File: src/rtl/flashprot_pkg.sv
package flashprot_pkg;
    parameter int ADDR_W = 14;
    parameter int DATA_W = 16;
    parameter int LOCK_W = 2;
    parameter int NUM_SEC = 2;

    localparam int SEL_W = 2;
    localparam int NUM_SIZES = 1 << SEL_W;

    typedef logic [ADDR_W-1:0] waddr_t;
    typedef logic [LOCK_W-1:0] lockf_t;

    typedef enum logic {
        SEC_APP  = 1'b0,
        SEC_BOOT = 1'b1
    } section_e;

    // bit positions inside a lock field
    localparam int LK_WRITE = 0;
    localparam int LK_XREAD = 1;
    localparam lockf_t LOCK_OPEN = '1;

    // start of the no-read-while-write region
    localparam waddr_t NRWW_START = 14'h3800;

    // boot start per selector value, index = selector
    localparam waddr_t [NUM_SIZES-1:0] BOOT_START_TBL =
        {14'h3F00, 14'h3E00, 14'h3C00, 14'h3800};

    function automatic waddr_t boot_start(input logic [SEL_W-1:0] sel);
        return BOOT_START_TBL[sel];
    endfunction

    function automatic section_e addr_section(input waddr_t a,
                                              input logic [SEL_W-1:0] sel);
        return (a >= boot_start(sel)) ? SEC_BOOT : SEC_APP;
    endfunction

    typedef struct packed {
        logic   valid;
        lockf_t app;
        lockf_t boot;
    } lock_cmd_t;
endpackage

File: src/rtl/fp_region_decode.sv
module fp_region_decode
    import flashprot_pkg::*;
(
    input  waddr_t           addr,
    input  logic [SEL_W-1:0] sel,
    output section_e         sec
);
    always_comb begin
        sec = addr_section(addr, sel);
    end
endmodule

File: src/rtl/fp_lock_bank.sv
module fp_lock_bank
    import flashprot_pkg::*;
(
    input  logic      clk,
    input  logic      rst,
    input  lock_cmd_t sw_cmd,
    input  lock_cmd_t pg_cmd,
    input  logic      erase,
    output lockf_t    lock_app,
    output lockf_t    lock_boot
);
    lockf_t sw_val [NUM_SEC];
    lockf_t pg_val [NUM_SEC];
    lockf_t lock_q [NUM_SEC];

    assign sw_val[SEC_APP]  = sw_cmd.app;
    assign sw_val[SEC_BOOT] = sw_cmd.boot;
    assign pg_val[SEC_APP]  = pg_cmd.app;
    assign pg_val[SEC_BOOT] = pg_cmd.boot;

    for (genvar s = 0; s < NUM_SEC; s++) begin : g_field
        lockf_t mask;
        always_comb begin
            mask = LOCK_OPEN;
            if (sw_cmd.valid) mask = mask & sw_val[s];
            if (pg_cmd.valid) mask = mask & pg_val[s];
        end
        always_ff @(posedge clk) begin
            if (rst)        lock_q[s] <= LOCK_OPEN;
            else if (erase) lock_q[s] <= LOCK_OPEN;
            else            lock_q[s] <= lock_q[s] & mask;
        end
    end

    assign lock_app  = lock_q[SEC_APP];
    assign lock_boot = lock_q[SEC_BOOT];
endmodule

File: src/rtl/fp_access_judge.sv
module fp_access_judge
    import flashprot_pkg::*;
(
    input  section_e tgt_sec,
    input  section_e exec_sec,
    input  lockf_t   lock_app,
    input  lockf_t   lock_boot,
    output logic     store_ok,
    output logic     load_ok
);
    lockf_t tgt_lock;
    always_comb begin
        tgt_lock = (tgt_sec == SEC_BOOT) ? lock_boot : lock_app;
        store_ok = tgt_lock[LK_WRITE];
        load_ok  = (tgt_sec == exec_sec) || tgt_lock[LK_XREAD];
    end
endmodule

File: src/rtl/flashprot_unit.sv
module flashprot_unit
    import flashprot_pkg::*;
(
    input  logic              clk,
    input  logic              rst,
    input  logic [1:0]        boot_sel,
    input  logic              req_valid,
    input  logic              req_store,
    input  logic [13:0]       req_addr,
    input  logic [13:0]       exec_addr,
    input  logic [15:0]       rd_in,
    input  logic              sw_set_valid,
    input  logic [1:0]        sw_set_app,
    input  logic [1:0]        sw_set_boot,
    input  logic              pg_set_valid,
    input  logic [1:0]        pg_set_app,
    input  logic [1:0]        pg_set_boot,
    input  logic              chip_erase,
    output logic              req_allow,
    output logic              req_section,
    output logic              req_in_rww,
    output logic              wr_en,
    output logic [15:0]       rd_out,
    output logic              viol,
    output logic [1:0]        lock_app,
    output logic [1:0]        lock_boot
);
    localparam int N_DEC = 2;

    waddr_t    dec_addr [N_DEC];
    section_e  dec_sec  [N_DEC];
    lock_cmd_t sw_cmd, pg_cmd;
    logic      store_ok, load_ok;
    logic      viol_q;

    assign dec_addr[0] = req_addr;
    assign dec_addr[1] = exec_addr;

    for (genvar d = 0; d < N_DEC; d++) begin : g_dec
        fp_region_decode u_dec (
            .addr (dec_addr[d]),
            .sel  (boot_sel),
            .sec  (dec_sec[d])
        );
    end

    assign sw_cmd = '{valid: sw_set_valid, app: sw_set_app, boot: sw_set_boot};
    assign pg_cmd = '{valid: pg_set_valid, app: pg_set_app, boot: pg_set_boot};

    fp_lock_bank u_locks (
        .clk       (clk),
        .rst       (rst),
        .sw_cmd    (sw_cmd),
        .pg_cmd    (pg_cmd),
        .erase     (chip_erase),
        .lock_app  (lock_app),
        .lock_boot (lock_boot)
    );

    fp_access_judge u_judge (
        .tgt_sec   (dec_sec[0]),
        .exec_sec  (dec_sec[1]),
        .lock_app  (lock_app),
        .lock_boot (lock_boot),
        .store_ok  (store_ok),
        .load_ok   (load_ok)
    );

    always_comb begin
        req_section = (dec_sec[0] == SEC_BOOT);
        req_in_rww  = (req_addr < NRWW_START);
        req_allow   = req_valid && (req_store ? store_ok : load_ok);
        wr_en       = req_valid && req_store && store_ok;
        rd_out      = (req_valid && !req_store && load_ok) ? rd_in : '0;
    end

    always_ff @(posedge clk) begin
        if (rst) viol_q <= 1'b0;
        else     viol_q <= req_valid && req_store && !store_ok;
    end
    assign viol = viol_q;
endmodule

File: config.mk
export PLATFORM = sky130hd
export DESIGN_NAME = flashprot_unit
export DESIGN_NICKNAME = d
export VERILOG_FILES = /design/src/rtl/flashprot_pkg.sv /design/src/rtl/fp_region_decode.sv /design/src/rtl/fp_lock_bank.sv /design/src/rtl/fp_access_judge.sv /design/src/rtl/flashprot_unit.sv
export SDC_FILE = /design/constraint.sdc
export NUM_CORES = 1
export LEC_CHECK = 0
export ABC_AREA = 0
export BUFFER_PORTS_ARGS = -buffer_cell sky130_fd_sc_hd__buf_2
export CORE_UTILIZATION = 29
export DETAILED_ROUTE_END_ITERATION = 7
export GPL_TIMING_DRIVEN = 0
export PLACE_DENSITY = 0.88
export SLEW_MARGIN = 25
export SYNTH_ARGS = -nofsm -noshare
export SYNTH_HDL_FRONTEND = slang
export SYNTH_SLANG_ARGS = --single-unit
File: constraint.sdc
create_clock -name clk -period 7 [get_ports clk]
set_input_delay 1.4 -clock clk [delete_from_list [all_inputs] [get_ports clk]]
set_output_delay 1.4 -clock clk [all_outputs]
set_load 0.03 [all_outputs]
==> results of run 1 <==
power by group:
part           total, mW  internal [mW]  switching [mW]
Combinational     0.0471         0.0210          0.0261
Clock             0.0321         0.0215          0.0106
Sequential        0.0342         0.0335        0.000690
Total              0.113         0.0760          0.0374
tightest hold or removal path, cell delays in order (launching register included):
cell	delay, ns
edfxtp_1	0.37
o221ai_1	0.12
nand2_1	0.07
registers in the layout, indices dropped and copies added, names as in the netlist:
register	cells
u_locks.lock_q	4
viol	1
Yosys cell counts, drive strengths merged:
cell,count
and4bb,1
nand2b,2
edfxtp,4
mux2i,1
o2111ai,2
buf,1
o21ba,1
o22ai,1
nor3b,3
nor2b,2
o21bai,1
and2,17
a2111oi,2
a2111o,1
nand3,1
o21ai,1
o221ai,3
nor2,3
dfxtp,1
inv,4
conb,1
nand2,4
ha,2
kinds of logic after synthesis:
kind of cell / Yosys count / share of synthesized area (%)
buf+inv: 5 / 5.047
other cells: 1 / 0.7205
simple gates: 33 / 38.70
flops: 5 / 26.92
fa+ha+maj: 2 / 4.807
mux: 1 / 1.923
compound gates: 12 / 21.88
per-layer routing:
| layer | part of all wire, % | global-route usage [%] | vias to the layer above |
|---|---|---|---|
| met5 | 0 | 0 | - |
| met4 | 0 | 5.455 | 0 |
| met3 | 5.2 | 2.857 | 0 |
| met2 | 56 | 28.24 | 25 |
| met1 | 38 | 19.80 | 288 |
| li1 | - | - | 363 |
how the worst max path moves through the flow:
stage | endpoint | slack (ns) | cells after the start
after detailed placement | req_allow | 2.10 | 10
after CTS | req_allow | 2.10 | 10
after floorplan | req_allow | 2.40 | 8
final | req_allow | 2.13 | 10
after global routing | req_allow | 1.96 | 10
after global placement | rd_out[10] | 2.12 | 10
metrics by stage:
stage | cell area, um2 | setup slack (ns) | hold slack [ns] | cells
floorplan | 531.8 | 2.405 | 0.8353 | 62
global placement | 907.1 | 2.123 | 0.6347 | 155
detailed placement | 907.1 | 2.098 | 0.6580 | 155
CTS | 933.4 | 2.100 | 0.6731 | 159
global route | 933.4 | 1.955 | 0.7161 | 159
finish | 933.4 | 2.126 | 0.6609 | 159
layout make-up:
| type | count | share of cell area [%] |
|---|---|---|
| inverter | 4 | 1.609 |
| clock buffer | 4 | 2.815 |
| tap | 24 | 3.217 |
| buffer | 1 | 1.206 |
| timing repair buffer | 69 | 37.00 |
| sequential | 5 | 15.01 |
| multi-input combinational | 52 | 39.14 |
==> results by group, run 1 <==
Status
  – Status: complete, no violations

Clock tree
  – Clock Latency Late Sink: roughly 0.24 ns
  – Post-CTS Resized: 0
  – Hold buffers post-CTS: 0
  – Post-CTS Setup Inserts: 0
  – Clk slew on worst S/H paths: 0.04 ns
  – CTS tree: done
  – Root Buffer Master: clkbuf_4
  – Clock buffer depth: 2
  – Sink Count: 5
  – H-tree lvl count: 1
  – TritonCTS Buffers: 3

Synth
  – Synth top area cells: edfxtp_1 (23%), and2_1 (20%), a2111oi_2 (5.8%)
  – Sequential fraction of the synthesis area: between 20 and 30%
  – Yosys warnings: 0
  – Synth cell types: 23
  – Yosys reg bits: 5
  – Area leader, netlist: edfxtp_1
  – Syn Area/Cell: ~9 um2
  – Cell count after synthesis: 59
  – Synth top area share: 23.08%
  – Syn Std Cell Area: 520.5 um2

Drt
  – Detail Route Antenna Nets: 0
  – Post-Route WL: approximately 1500 um
  – Via Count: 676
  – Number of vias per cell: 4.252
  – DRC violations left: 0
  – DR pass1 iterations: 3
  – WL/cell: 9.591 um
  – Initial DRC count: 10

Final layout
  – Share of layout cells above drive strength 1: 57.04%
  – Number of nets in the layout: 199
  – Final core occ: 58.56%
  – Antenna cells: 0
  – Multi-input logic area: 365.4 um2
  – Commonest non-fill, non-tap cell in the layout: buf_2
  – Seq. cell area: 140.1 um2
  – Area delta synth->final: 79.33%
  – Commonest cells after routing, fill and taps aside: buf_2 (69), and2_1 (17)
  – Fillers: 149

Critical path
  – Max incr delay on CP: 0.38 ns
  – Reg2reg path depth: 2
  – Worst path slowest cell: a2111o_1
  – Crit path from: boot_sel[1]
  – CP Cell Sequence: buf_2 > inv_1 > ha_1 > nor2b_1 > a2111o_1 > a2111oi_2 > and4bb_4 > buf_6 > o21bai_1 > buf_2
  – Worst path bufs/invs: 4
  – Crit Path Class: input port to output pin
  – Crit start category: input port
  – CP most frequent cell: buf_2
  – Delay-heaviest family, CP: compound AO/OA/AOI/OAI gates
  – Critical path arrival: 3.47 ns
  – R2r setup slk: between 6 and 7 ns
  – CP endpoint kind: output pin
  – CP required: 5.60 ns
  – Reg-to-reg critical path endpoint: viol
  – Reg2reg start: u_locks.lock_q[1][0]
  – Crit Path Max Fanout: 10

Placement
  – HPWL after DPL: ~1400 um
  – IO buf count: 69
  – Gpl congestion: 0.7057

STA
  – RSZ-0062 raised after global routing: false
  – Final period util: 69.63%
  – Setup tns final: 0 ns
  – Pins Over Slew Limit: 0
  – Tmin final: 4.874 ns
  – Fmax achieved: 205.2 MHz
  – Final hold violation count: 0
  – Skew final: 0.00008513 ns
  – Final setup viols: 0

Worst hold path
  – Hold Path Stages: 2
  – Hold endpoint: u_locks.lock_q[1][0]
  – Hold Path Origin: u_locks.lock_q[1][0]
  – Min-delay worst type: flip-flop to flip-flop

Global route
  – Number of global-route vias before repair: 587
  – Number of antenna violations at the first check in global routing: 0
  – Gr usage total: 16.13%
  – GRT overflow: 0
  – Largest net degree at the start of global routing: 11
  – First-pass GRT wire length: 2421 um

Floorplan
  – I/O Pins: between 80 and 90
  – Core footprint: 0.001594 mm2
  – Initial core utilization: around 33%
  – Die W: 44.37 um
  – Chip height: 44.37 um
  – Die area: a little under 0.002 mm2
  – Num rows: 14

Power and ir drop
  – Peak supply drop: 0.1237 mV
  – Total power: roughly 0.11 mW
  – Static Leakage: approximately 0.5 nW
  – Power per cell area: 121.5 mW/mm2

Job
  – Max Cap Violations: 0
Note: power is estimated with default switching activity, not from simulation.
==> inputs of run 2 (changes only) <==
Settings changed: CORE_UTILIZATION 29 to 27, PLACE_DENSITY 0.88 to 0.83.
Clock period 7 ns to 4.7 ns, I/O delays scaled along.
==> run 2 against run 1 <==
Against the previous run:
- clock power up 56%
- worst setup slack got worse by 1.4 ns
- final cell count up 0.63%
- clock skew rose by 0.0053 ns
- critical endpoint unchanged
- die area up 7.1%
- largest power group unchanged
- highest routed layer unchanged
- routed wire length is 15% higher
- largest cell class unchanged
- non-clock buffer count unchanged
- worst hold slack improved by 0.0023 ns
- via count is 6.8% higher
==> results by group, run 2 (same netlist as run 1, synthesis figures left out) <==
Drt
  – M1 WL: 614 um (+5.1%)
  – Initial DRC count: 10 (unchanged)
  – DRC violations left: 0 (unchanged)
  – WL/cell: 10.96 um (+14%)
  – Met3 WL post-DR: 206 um (+160%)
  – Post-Route WL: 1753 um (+15%)
  – DR top layer: met3
  – Number of vias per cell: 4.513 (+6.1%)
  – Via Count: 722 (+6.8%)
  – Detail Route Antenna Nets: 0 (unchanged)
  – Length of routed met2 wiring: 931 um (+8.1%)
  – DR pass1 iterations: 2 (-1)

Worst hold path
  – Min-delay worst type: flip-flop to flip-flop

Final layout
  – Commonest non-fill, non-tap cell in the layout: buf_2
  – Commonest cells after routing, fill and taps aside: buf_2 (69), and2_1 (17)
  – Area delta synth->final: 79.57%
  – Fillers: 197 (+32%)
  – Max reg flops: 4 (unchanged)
  – Number of nets in the layout: 199 (unchanged)
  – Antenna cells: 0 (unchanged)
  – Share of layout cells above drive strength 1: 57.04% (unchanged)
  – Largest register by flop count: u_locks.lock_q

STA
  – Skew final: 0.005374 ns (+0.005289 ns)
  – Final hold violation count: 0 (unchanged)
  – RSZ-0062 raised after global routing: false
  – Final period util: between 80 and 90%
  – Hold_ws: 0.6632 ns (+0.002312 ns)
  – Pins Over Slew Limit: 0 (unchanged)
  – Setup tns final: 0 ns (unchanged)
  – Fmax achieved: 250.4 MHz
  – Final setup viols: 0 (unchanged)
  – Tmin final: 3.994 ns

Floorplan
  – Core footprint: 0.001764 mm2 (+11%)
  – I/O Pins: 86 (unchanged)
  – Initial core utilization: 29.50% (-3.1 points)
  – Die W: 45.91 um (+3.5%)
  – Num rows: 15 (+1)
  – Chip height: 45.91 um (+3.5%)
  – Die area: 0.002107 mm2 (+7.1%)

Clock tree
  – Sink Count: 5 (unchanged)
  – Clock Latency Late Sink: 0.24 ns (about the same)
  – Post-CTS Setup Inserts: 0 (unchanged)
  – Hold buffers post-CTS: 0 (unchanged)
  – CTS tree: done
  – H-tree lvl count: 1 (unchanged)
  – Root Buffer Master: clkbuf_4
  – TritonCTS Buffers: 3 (unchanged)
  – Post-CTS Resized: 0 (unchanged)
  – Clk slew on worst S/H paths: 0.05 ns (about the same)
  – Clock buffer depth: 2 (unchanged)

Status
  – Status: complete, no violations

Global route
  – GRT overflow: 0 (unchanged)
  – Gr usage total: 15.27% (-0.86 points)
  – Number of antenna violations at the first check in global routing: 0 (unchanged)
  – First-pass GRT wire length: 2290 um (-5.4%)
  – Largest net degree at the start of global routing: 11 (unchanged)
  – Number of global-route vias before repair: 608 (+3.6%)

Power and ir drop
  – Static Leakage: 0.5079 nW (unchanged)
  – Peak supply drop: 0.09978 mV (-19%)
  – Power per cell area: 184.0 mW/mm2 (+51%)

Placement
  – HPWL after DPL: 1565 um (+14%)
  – Gpl congestion: 0.6967 (-1.3%)
  – IO buf count: 69 (unchanged)

Critical path
  – CP required: 3.76 ns (-1.84 ns)
  – Crit Path Max Fanout: 10 (unchanged)
  – Crit start category: input port
  – CP endpoint kind: output pin
  – Crit Path Class: input port to output pin
  – Critical path arrival: 3.05 ns (-0.42 ns)

Job
  – Max Cap Violations: 0 (unchanged)
run 2: metal layers:
metal | track usage (%) | up-vias
li1 | - | 362
met1 | 13.37 | 315
met2 | 30.99 | 45
met3 | 5.159 | 0
met4 | 5.294 | 0
met5 | 0 | -
run 2: where the power goes:
part | leakage, nW | total, mW | switching [mW] | internal, mW
clock network | 0.0150 | 0.0501 | 0.0180 | 0.0321
registers | 0.0412 | 0.0510 | 0.00107 | 0.0499
logic | 0.452 | 0.0709 | 0.0395 | 0.0314
total | 0.508 | 0.172 | 0.0586 | 0.113
run 2: stage by stage:
step	power (mW)	setup slack [ns]	util, %	area, um2	cells
after CTS	0.1754	0.6968	52.98	934.6	160
after global placement	0.1209	0.7598	51.49	908.4	156
after global routing	0.1832	0.5760	52.98	934.6	160
final	0.1720	0.7057	52.98	934.6	160
after detailed placement	0.1231	0.7009	51.49	908.4	156
after floorplan	0.09232	1.025	-	531.8	62
run 2: worst max-delay path, stage by stage:
cell and delay, ns:
buf_2 0.13, inv_1 0.07, ha_1 0.31, nor2b_1 0.14
a2111o_1 0.39, a2111oi_2 0.32, and4bb_4 0.31, buf_6 0.13
o21bai_1 0.14, buf_2 0.18
run 2: worst paths after layout:
kind,start,end,slack [ns],depth (start not counted)
min reg2reg,u_locks.lock_q[1][1],u_locks.lock_q[1][1],0.66,2
min,u_locks.lock_q[1][1],u_locks.lock_q[1][1],0.66,2
max reg2reg,u_locks.lock_q[1][0],viol,3.77,2
max,boot_sel[1],req_allow,0.71,10
run 2: cell type report:
cell class                      count  area, um2  share of cell area (%)
Multi-Input combinational cell     52      365.4                   39.09
Tap cell                           25      31.28                   3.347
Buffer                              1      11.26                   1.205
Timing Repair Buffer               69      345.3                   36.95
Clock buffer                        4      26.28                   2.811
Sequential cell                     5      140.1                   14.99
Inverter                            4      15.01                   1.606
